--- src/rtl/eic_pkg.sv ---
// Package: shared field positions and configuration type for the
// external interrupt line conditioner.
// Assumes a 32-bit register port; the field positions are fixed by software.
package eic_pkg;
    localparam int REG_W    = 32;
    localparam int SEL_W    = 2;
    localparam int BIT_EN   = 16;
    localparam int BIT_LVL  = 9;
    localparam int BIT_POL  = 8;
    localparam int BIT_GFEN = 4;

    typedef struct packed {
        logic             en;
        logic             lvl;
        logic             pol;
        logic             gfen;
        logic [SEL_W-1:0] gfsel;
    } line_cfg_t;

    // Extract the meaningful fields from a written word.
    function automatic line_cfg_t unpack_cfg(input logic [REG_W-1:0] w);
        line_cfg_t c;
        c.en    = w[BIT_EN];
        c.lvl   = w[BIT_LVL];
        c.pol   = w[BIT_POL];
        c.gfen  = w[BIT_GFEN];
        c.gfsel = w[SEL_W-1:0];
        return c;
    endfunction

    // Place the fields back at their word positions.
    function automatic logic [REG_W-1:0] pack_cfg(input line_cfg_t c);
        logic [REG_W-1:0] w;
        w                = '0;
        w[BIT_EN]        = c.en;
        w[BIT_LVL]       = c.lvl;
        w[BIT_POL]       = c.pol;
        w[BIT_GFEN]      = c.gfen;
        w[SEL_W-1:0]     = c.gfsel;
        return w;
    endfunction
endpackage

--- src/rtl/eic_sync.sv ---
// Module: eic_sync
// Brings one asynchronous pin into the clock domain through a chain of
// STAGES flops. Assumes the pin is slow enough that one sample is not lost.
module eic_sync #(
    parameter int STAGES = 2
) (
    input  logic clk,
    input  logic rst_n,
    input  logic din,
    output logic dout
);
    logic [STAGES-1:0] chain;

    // Shift the pin through the synchroniser chain.
    always_ff @(posedge clk) begin
        if (!rst_n) chain <= '0;
        else        chain <= {chain[STAGES-2:0], din};
    end

    assign dout = chain[STAGES-1];
endmodule

--- src/rtl/eic_glitch_filter.sv ---
// Module: eic_glitch_filter
// Passes a new input value to the output only after it has been seen for
// 2^(sel+1) consecutive samples. Assumes sel is quasi-static; if sel shrinks
// mid-count the pending change is taken on the next sample.
module eic_glitch_filter #(
    parameter int SEL_W = 2
) (
    input  logic             clk,
    input  logic             rst_n,
    input  logic [SEL_W-1:0] sel,
    input  logic             din,
    output logic             dout
);
    localparam int MAX_LEN = 2 << ((1 << SEL_W) - 1);
    localparam int CNT_W   = $clog2(MAX_LEN);

    logic [CNT_W:0]   len_full;
    logic [CNT_W-1:0] lim;
    logic [CNT_W-1:0] run_cnt;

    // Terminal count for the selected length.
    always_comb begin
        len_full = (CNT_W+1)'(2) << sel;
        lim      = CNT_W'(len_full - 1'b1);
    end

    // Count consecutive disagreeing samples, adopt the input at the limit.
    always_ff @(posedge clk) begin
        if (!rst_n) begin
            run_cnt <= '0;
            dout    <= 1'b0;
        end else if (din == dout) begin
            run_cnt <= '0;
        end else if (run_cnt >= lim) begin
            dout    <= din;
            run_cnt <= '0;
        end else begin
            run_cnt <= run_cnt + 1'b1;
        end
    end

    // the output only ever moves to the value the input held.
    p_filter_hold_r6: assert property (@(posedge clk) disable iff (!rst_n)
        !$stable(dout) |-> (dout == $past(din)));
endmodule

--- src/rtl/eic_line.sv ---
// Module: eic_line
// One interrupt line: configuration word, settle (busy) counter, synchroniser,
// optional filter and level/edge detector. Assumes writes and acknowledges
// are single-cycle strobes from the register decoder.
module eic_line
    import eic_pkg::*;
#(
    parameter int LINE_IDX    = 0,
    parameter int BUSY_CYCLES = 3
) (
    input  logic             clk,
    input  logic             rst_n,
    input  logic             cfg_wr,
    input  logic [REG_W-1:0] wdata,
    input  logic             ack,
    input  logic             pin,
    output logic [REG_W-1:0] rdata,
    output logic             irq
);
    localparam int BC_W = $clog2(BUSY_CYCLES + 1);

    line_cfg_t        cfg;
    line_cfg_t        new_cfg;
    logic [BC_W-1:0]  busy_cnt;
    logic             busy;
    logic             settle_chg;
    logic             act_gfen;
    logic [SEL_W-1:0] act_gfsel;
    logic             act_en;
    logic             sync_q;
    logic             filt_q;
    logic             q;
    logic             q_d;
    logic             edge_evt;
    logic             pending;

    assign new_cfg    = unpack_cfg(wdata);
    assign settle_chg = cfg_wr && ((new_cfg.en != cfg.en) || (new_cfg.gfen != cfg.gfen)
                                   || (new_cfg.gfsel != cfg.gfsel));
    assign busy       = (busy_cnt != '0);
    assign act_en     = cfg.en && !busy;

    // Hold the software view of the configuration.
    always_ff @(posedge clk) begin
        if (!rst_n)      cfg <= '0;
        else if (cfg_wr) cfg <= new_cfg;
    end

    // Settle counter: restart on a relevant change, otherwise run down.
    always_ff @(posedge clk) begin
        if (!rst_n)          busy_cnt <= '0;
        else if (settle_chg) busy_cnt <= BC_W'(BUSY_CYCLES);
        else if (busy)       busy_cnt <= busy_cnt - 1'b1;
    end

    // Copy filter settings into the filter as the settle window ends.
    always_ff @(posedge clk) begin
        if (!rst_n) begin
            act_gfen  <= 1'b0;
            act_gfsel <= '0;
        end else if (busy_cnt == BC_W'(1)) begin
            act_gfen  <= cfg.gfen;
            act_gfsel <= cfg.gfsel;
        end
    end

    eic_sync #(.STAGES(2)) u_sync (
        .clk (clk),
        .rst_n (rst_n),
        .din (pin),
        .dout (sync_q)
    );

    eic_glitch_filter #(.SEL_W(SEL_W)) u_filt (
        .clk (clk),
        .rst_n (rst_n),
        .sel (act_gfsel),
        .din (sync_q),
        .dout (filt_q)
    );

    assign q = act_gfen ? filt_q : sync_q;

    // Remember the previous qualified value for edge detection.
    always_ff @(posedge clk) begin
        if (!rst_n) q_d <= 1'b0;
        else        q_d <= q;
    end

    assign edge_evt = cfg.pol ? (q && !q_d) : (!q && q_d);

    // Sticky pending bit: disable clears, new event beats acknowledge.
    always_ff @(posedge clk) begin
        if (!rst_n)                         pending <= 1'b0;
        else if (cfg_wr && !new_cfg.en)     pending <= 1'b0;
        else if (!cfg.en || cfg.lvl)        pending <= 1'b0;
        else if (edge_evt && act_en)        pending <= 1'b1;
        else if (ack)                       pending <= 1'b0;
    end

    assign irq   = act_en && (cfg.lvl ? (q == cfg.pol) : pending);
    assign rdata = pack_cfg(cfg) | (REG_W'(busy) << LINE_IDX);

    // a relevant change always raises busy.
    p_busy_on_change_r4: assert property (@(posedge clk) disable iff (!rst_n)
        settle_chg |=> busy);
    // the settle window never exceeds its length.
    p_busy_bound_r4: assert property (@(posedge clk) disable iff (!rst_n)
        busy_cnt <= BC_W'(BUSY_CYCLES));
    // clearing the enable silences the line at the write edge.
    p_disable_masks_r9: assert property (@(posedge clk) disable iff (!rst_n)
        (cfg_wr && !new_cfg.en) |=> (!pending && !irq));
    // an acknowledge with no competing event clears the pending bit.
    p_ack_clears_r7: assert property (@(posedge clk) disable iff (!rst_n)
        (ack && !edge_evt) |=> !pending);
endmodule

--- src/rtl/ext_irq_cond.sv ---
// Module: ext_irq_cond (top)
// Register decoder and NUM_LINES conditioned interrupt lines. Address 0 is
// the write-one acknowledge register; line n sits at 4*(n+1). Assumes
// ADDR_W is wide enough to reach the last line.
module ext_irq_cond
    import eic_pkg::*;
#(
    parameter int NUM_LINES   = 2,
    parameter int ADDR_W      = 4,
    parameter int BUSY_CYCLES = 3
) (
    input  logic                 clk,
    input  logic                 rst_n,
    input  logic                 reg_wr,
    input  logic [ADDR_W-1:0]    reg_addr,
    input  logic [REG_W-1:0]     reg_wdata,
    output logic [REG_W-1:0]     reg_rdata,
    input  logic [NUM_LINES-1:0] ext_pin,
    output logic [NUM_LINES-1:0] irq_out
);
    logic [REG_W-1:0]     line_rd [NUM_LINES];
    logic [NUM_LINES-1:0] cfg_wr_vec;
    logic [NUM_LINES-1:0] ack_vec;

    for (genvar i = 0; i < NUM_LINES; i++) begin : g_line
        assign cfg_wr_vec[i] = reg_wr && (reg_addr == ADDR_W'((i + 1) * 4));
        assign ack_vec[i]    = reg_wr && (reg_addr == '0) && reg_wdata[i];

        eic_line #(
            .LINE_IDX    (i),
            .BUSY_CYCLES (BUSY_CYCLES)
        ) u_line (
            .clk    (clk),
            .rst_n  (rst_n),
            .cfg_wr (cfg_wr_vec[i]),
            .wdata  (reg_wdata),
            .ack    (ack_vec[i]),
            .pin    (ext_pin[i]),
            .rdata  (line_rd[i]),
            .irq    (irq_out[i])
        );
    end

    // Read mux: configuration words only, everything else reads 0.
    always_comb begin
        reg_rdata = '0;
        for (int i = 0; i < NUM_LINES; i++) begin
            if (reg_addr == ADDR_W'((i + 1) * 4)) reg_rdata = line_rd[i];
        end
    end

    // at most one configuration word is written per cycle.
    p_one_cfg_wr_r2: assert property (@(posedge clk) disable iff (!rst_n)
        $onehot0(cfg_wr_vec));
endmodule

--- config.mk ---
export PLATFORM = sky130hd
export DESIGN_NAME = ext_irq_cond
export DESIGN_NICKNAME = d
export VERILOG_FILES = /design/src/rtl/eic_pkg.sv /design/src/rtl/eic_sync.sv /design/src/rtl/eic_glitch_filter.sv /design/src/rtl/eic_line.sv /design/src/rtl/ext_irq_cond.sv
export SDC_FILE = /design/constraint.sdc
export NUM_CORES = 1
export LEC_CHECK = 0
export CORE_MARGIN = 2
export CORE_UTILIZATION = 49
export CTS_CLUSTER_DIAMETER = 30
export DETAILED_ROUTE_END_ITERATION = 12
export DONT_BUFFER_PORTS = 1
export GPL_ROUTABILITY_DRIVEN = 0
export SYNTH_ARGS = -nofsm -noshare
export SYNTH_HDL_FRONTEND = slang
export SYNTH_SLANG_ARGS = --single-unit
export TNS_END_PERCENT = 5
--- constraint.sdc ---
create_clock -name clk -period 2.2 [get_ports clk]
set_input_delay 0 -clock clk [delete_from_list [all_inputs] [get_ports clk]]
set_output_delay 0 -clock clk [all_outputs]
set_load 0.05 [all_outputs]
==> results by group <==
Run status
  • Outcome: finished clean

CTS
  • Clk pin slew, worst setup/hold paths: 0.08 ns
  • Setup bufs post-CTS: 0
  • CTS tree: done
  • Worst-case clock buffer depth: 2
  • Sink Count: 40
  • H-tree depth: 2
  • Root buffer cell: clkbuf_8
  • Clk_lat worst skew: 0.29 ns
  • CTS buffer count: 5

Global route
  • Grt total ovfl: 0
  • Initial antenna violation count: 0
  • Largest net degree at the start of global routing: 19
  • Vias in the first global route: around 1500
  • GRT Util Overall: between 10% and 20%
  • Global-route wire length before repair: 7430 microns

Synth
  • Sequential area share after synthesis: 34.7%
  • Synth warn: 0
  • Synth Instances: between 200 and 300
  • Post-synth cell types: between 40 and 50
  • Post-synth EDFFs: 0
  • Netlist Area Pre-Place: 0.00231 sq mm
  • Most common cell in the synthesized netlist: dfxtp_1
  • Avg Inst Size Synth: between 9 and 10 sq um
  • FFs w/ async S/R, synth: 0%
  • Synth top area share: 34.7%
  • Synth area leaders: dfxtp_1, buf_4, ha_1
  • Yosys reg bits: 40
  • Synth area leader: dfxtp_1
  • Most instantiated cells after synthesis: dfxtp_1, buf_4, nor2_1
  • Synth Flop Type: dfxtp_1

Route
  • Final ANT Viol Nets: 0
  • DR pass1 iterations: 4
  • DRC: 0
  • Total routed wirelength: ~4500 microns
  • Routed vias: 1690
  • Avg WL per Cell: 14.1 microns
  • Vias/cell: 5.28
  • 1st-iter DRT viols: 81

Worst setup path
  • CP Max Fanout: 5
  • Critical path capture point type: register
  • Setup CP Type: in2reg
  • CP Launch Point: reg_addr[2]
  • Critical R2R Launch: g_line[1].u_line.act_gfen$_SDFFE_PN0P_
  • Cell chain of the critical path: dlygate4sd3_1 -> nor4b_4 -> dlygate4sd3_1 -> a21boi_1 -> a211oi_1
  • Element type at the critical path start: input port
  • Most common cell on crit path: dlygate4sd3_1
  • R2r setup slk: just under 0.8 ns
  • CP delay by family, top: buffers and inverters
  • CP arrival: 2.13 ns
  • CP peak stage delay: 0.76 ns
  • Buffers & Inverters on Critical Path: 2
  • Worst EP required: 2.40 ns
  • Crit path max-delay cell type: dlygate4sd3_1

Pwr
  • P per Cell Area: 756 mW/mm^2
  • Leakage: 1.03 nW
  • Maximum vdd drop: 0.000459 V
  • PnR Total Power: 1.91 mW

STA
  • Setup TNS Final: 0 ns
  • Final hold violation count: 0
  • Slew Viols, Final: 0
  • Max_slew headroom: around 54%
  • Setup violators final: 0
  • Actual slew at the worst max-slew pin: around 0.7 ns
  • Final min period: about 1.9 ns
  • Clock skew: 0.00514 ns
  • RSZ-0062 raised after global routing: false
  • Fmax: 0.517 GHz
  • Period utilisation layout: 87.9%
  • Slack of the critical path: 0.266 ns

Placement
  • Port bufs: 0
  • Dpl ws: 0.769 ns
  • Placed Area: 0.00224 sq mm
  • Placed insts: just under 300
  • HPWL after DPL: 3030 microns

Finish
  • Antenna cells: 0
  • P&R area growth vs syn: 9.77%
  • Fin cells: 320
  • Post-route cell area: 0.00253 sq mm
  • NumNets Final: 320
  • Layout cell share with drive strength beyond 1: under 10%

Floorplanning
  • Die X: 72.6 microns
  • # IOs: 75
  • Row count: 24
  • Die Y: 72.6 microns
  • Starting Density: 51.9%
  • Die ar.: between 0.005 and 0.006 sq mm
  • Core ar.: around 0.0044 sq mm

Hold path
  • Hold wc startpoint: reg_wr
  • Hold Crit Class: in2reg

Run
  • Max-cap viol count: 0
## power breakdown
group	internal, mW	switching, mW
clock network	0.371	0.270
logic	0.177	0.307
registers	0.762	0.0252
## logic make-up after synthesis
group                    after synthesis  share of synthesized area [%]
AO/OA/AOI/OAI                         54                           17.0
XOR/XNOR                              18                           6.84
adder cells (fa/ha/maj)               12                           6.51
buffers and inverters                 49                           12.9
flip-flops                            40                           34.7
multiplexers                          11                           4.83
other                                  1                          0.163
AND/OR/NAND/NOR                       67                           17.0
## path summary, 6_finish.rpt
check | cells after the start | to
max | 5 | g_line[1].u_line.busy_cnt[0]$_SDFFE_PN0P_
min | 2 | g_line[0].u_line.busy_cnt[1]$_SDFFE_PN0P_
max reg2reg | 3 | g_line[1].u_line.pending$_SDFFE_PP0P_
min reg2reg | 1 | g_line[1].u_line.u_sync.chain[1]$_SDFF_PN0_
## worst register-to-register path, cell delays in order, from the launching register on
cell,delay [ns]
dfxtp_1,0.35
mux2i_1,0.41
mux2_2,0.39
a221oi_2,0.20
## stage by stage
| step | utilization, % | hold slack (ns) |
|---|---|---|
| 4_1_cts | 57.0 | 0.00176 |
| 2_1_floorplan | - | 0.127 |
| 5_1_grt | 57.0 | 0.0144 |
| 3_5_place_dp | 50.4 | 0.126 |
| 6_report | 57.0 | 0.00342 |
| 3_3_place_gp | 50.4 | 0.122 |
## state kept, by name (all words and copies together), names as in the netlist
register and cells:
g_line.u_line.act_gfen 2, g_line.u_line.act_gfsel 4, g_line.u_line.busy_cnt 4, g_line.u_line.cfg 12
g_line.u_line.pending 2, g_line.u_line.q_d 2, g_line.u_line.u_filt.dout 2, g_line.u_line.u_filt.run_cnt 8
g_line.u_line.u_sync.chain 4
## cell usage in the layout (no fill, tap or decap), types with 3 or more instances in the layout
cell            n
dlygate4sd3_1  17
xnor2_1         4
o21ai_1         6
a21boi_1        8
nand3_1         8
inv_1          10
and2_1          4
xor2_1         14
nor2_1         19
ha_1           12
buf_4           3
nand2_1        11
nand2b_1        6
dfxtp_1        40
clkbuf_8        6
mux2i_1        10
and3_1          6
conb_1         26
a211oi_1        3
a22o_1          6
a21oi_1        12
o21a_1          6
## final cells by class
class                   count  area (sq um)
fillers                   414          1910
multi-input cells         188          1310
flip-flops and latches     40           801
repair buffers             20           193
clock buffers               6          82.6
well taps                  52          65.1
inverters                  12          45.0
clock inverters             2          38.8
## layer usage
layer,global-route usage (%),up-vias,part of all wire [%]
met3,5.11,5,3.8
li1,-,851,-
met5,0,-,0
met1,25.7,800,50
met4,4.32,0,1.0
met2,27.8,34,45
## what timing repair did
item,CTS,global route
hold buffers,17,0
hold endpoints to repair,31,0
gates resized for setup,0,0
No activity file was read; power rests on OpenSTA's default activity.
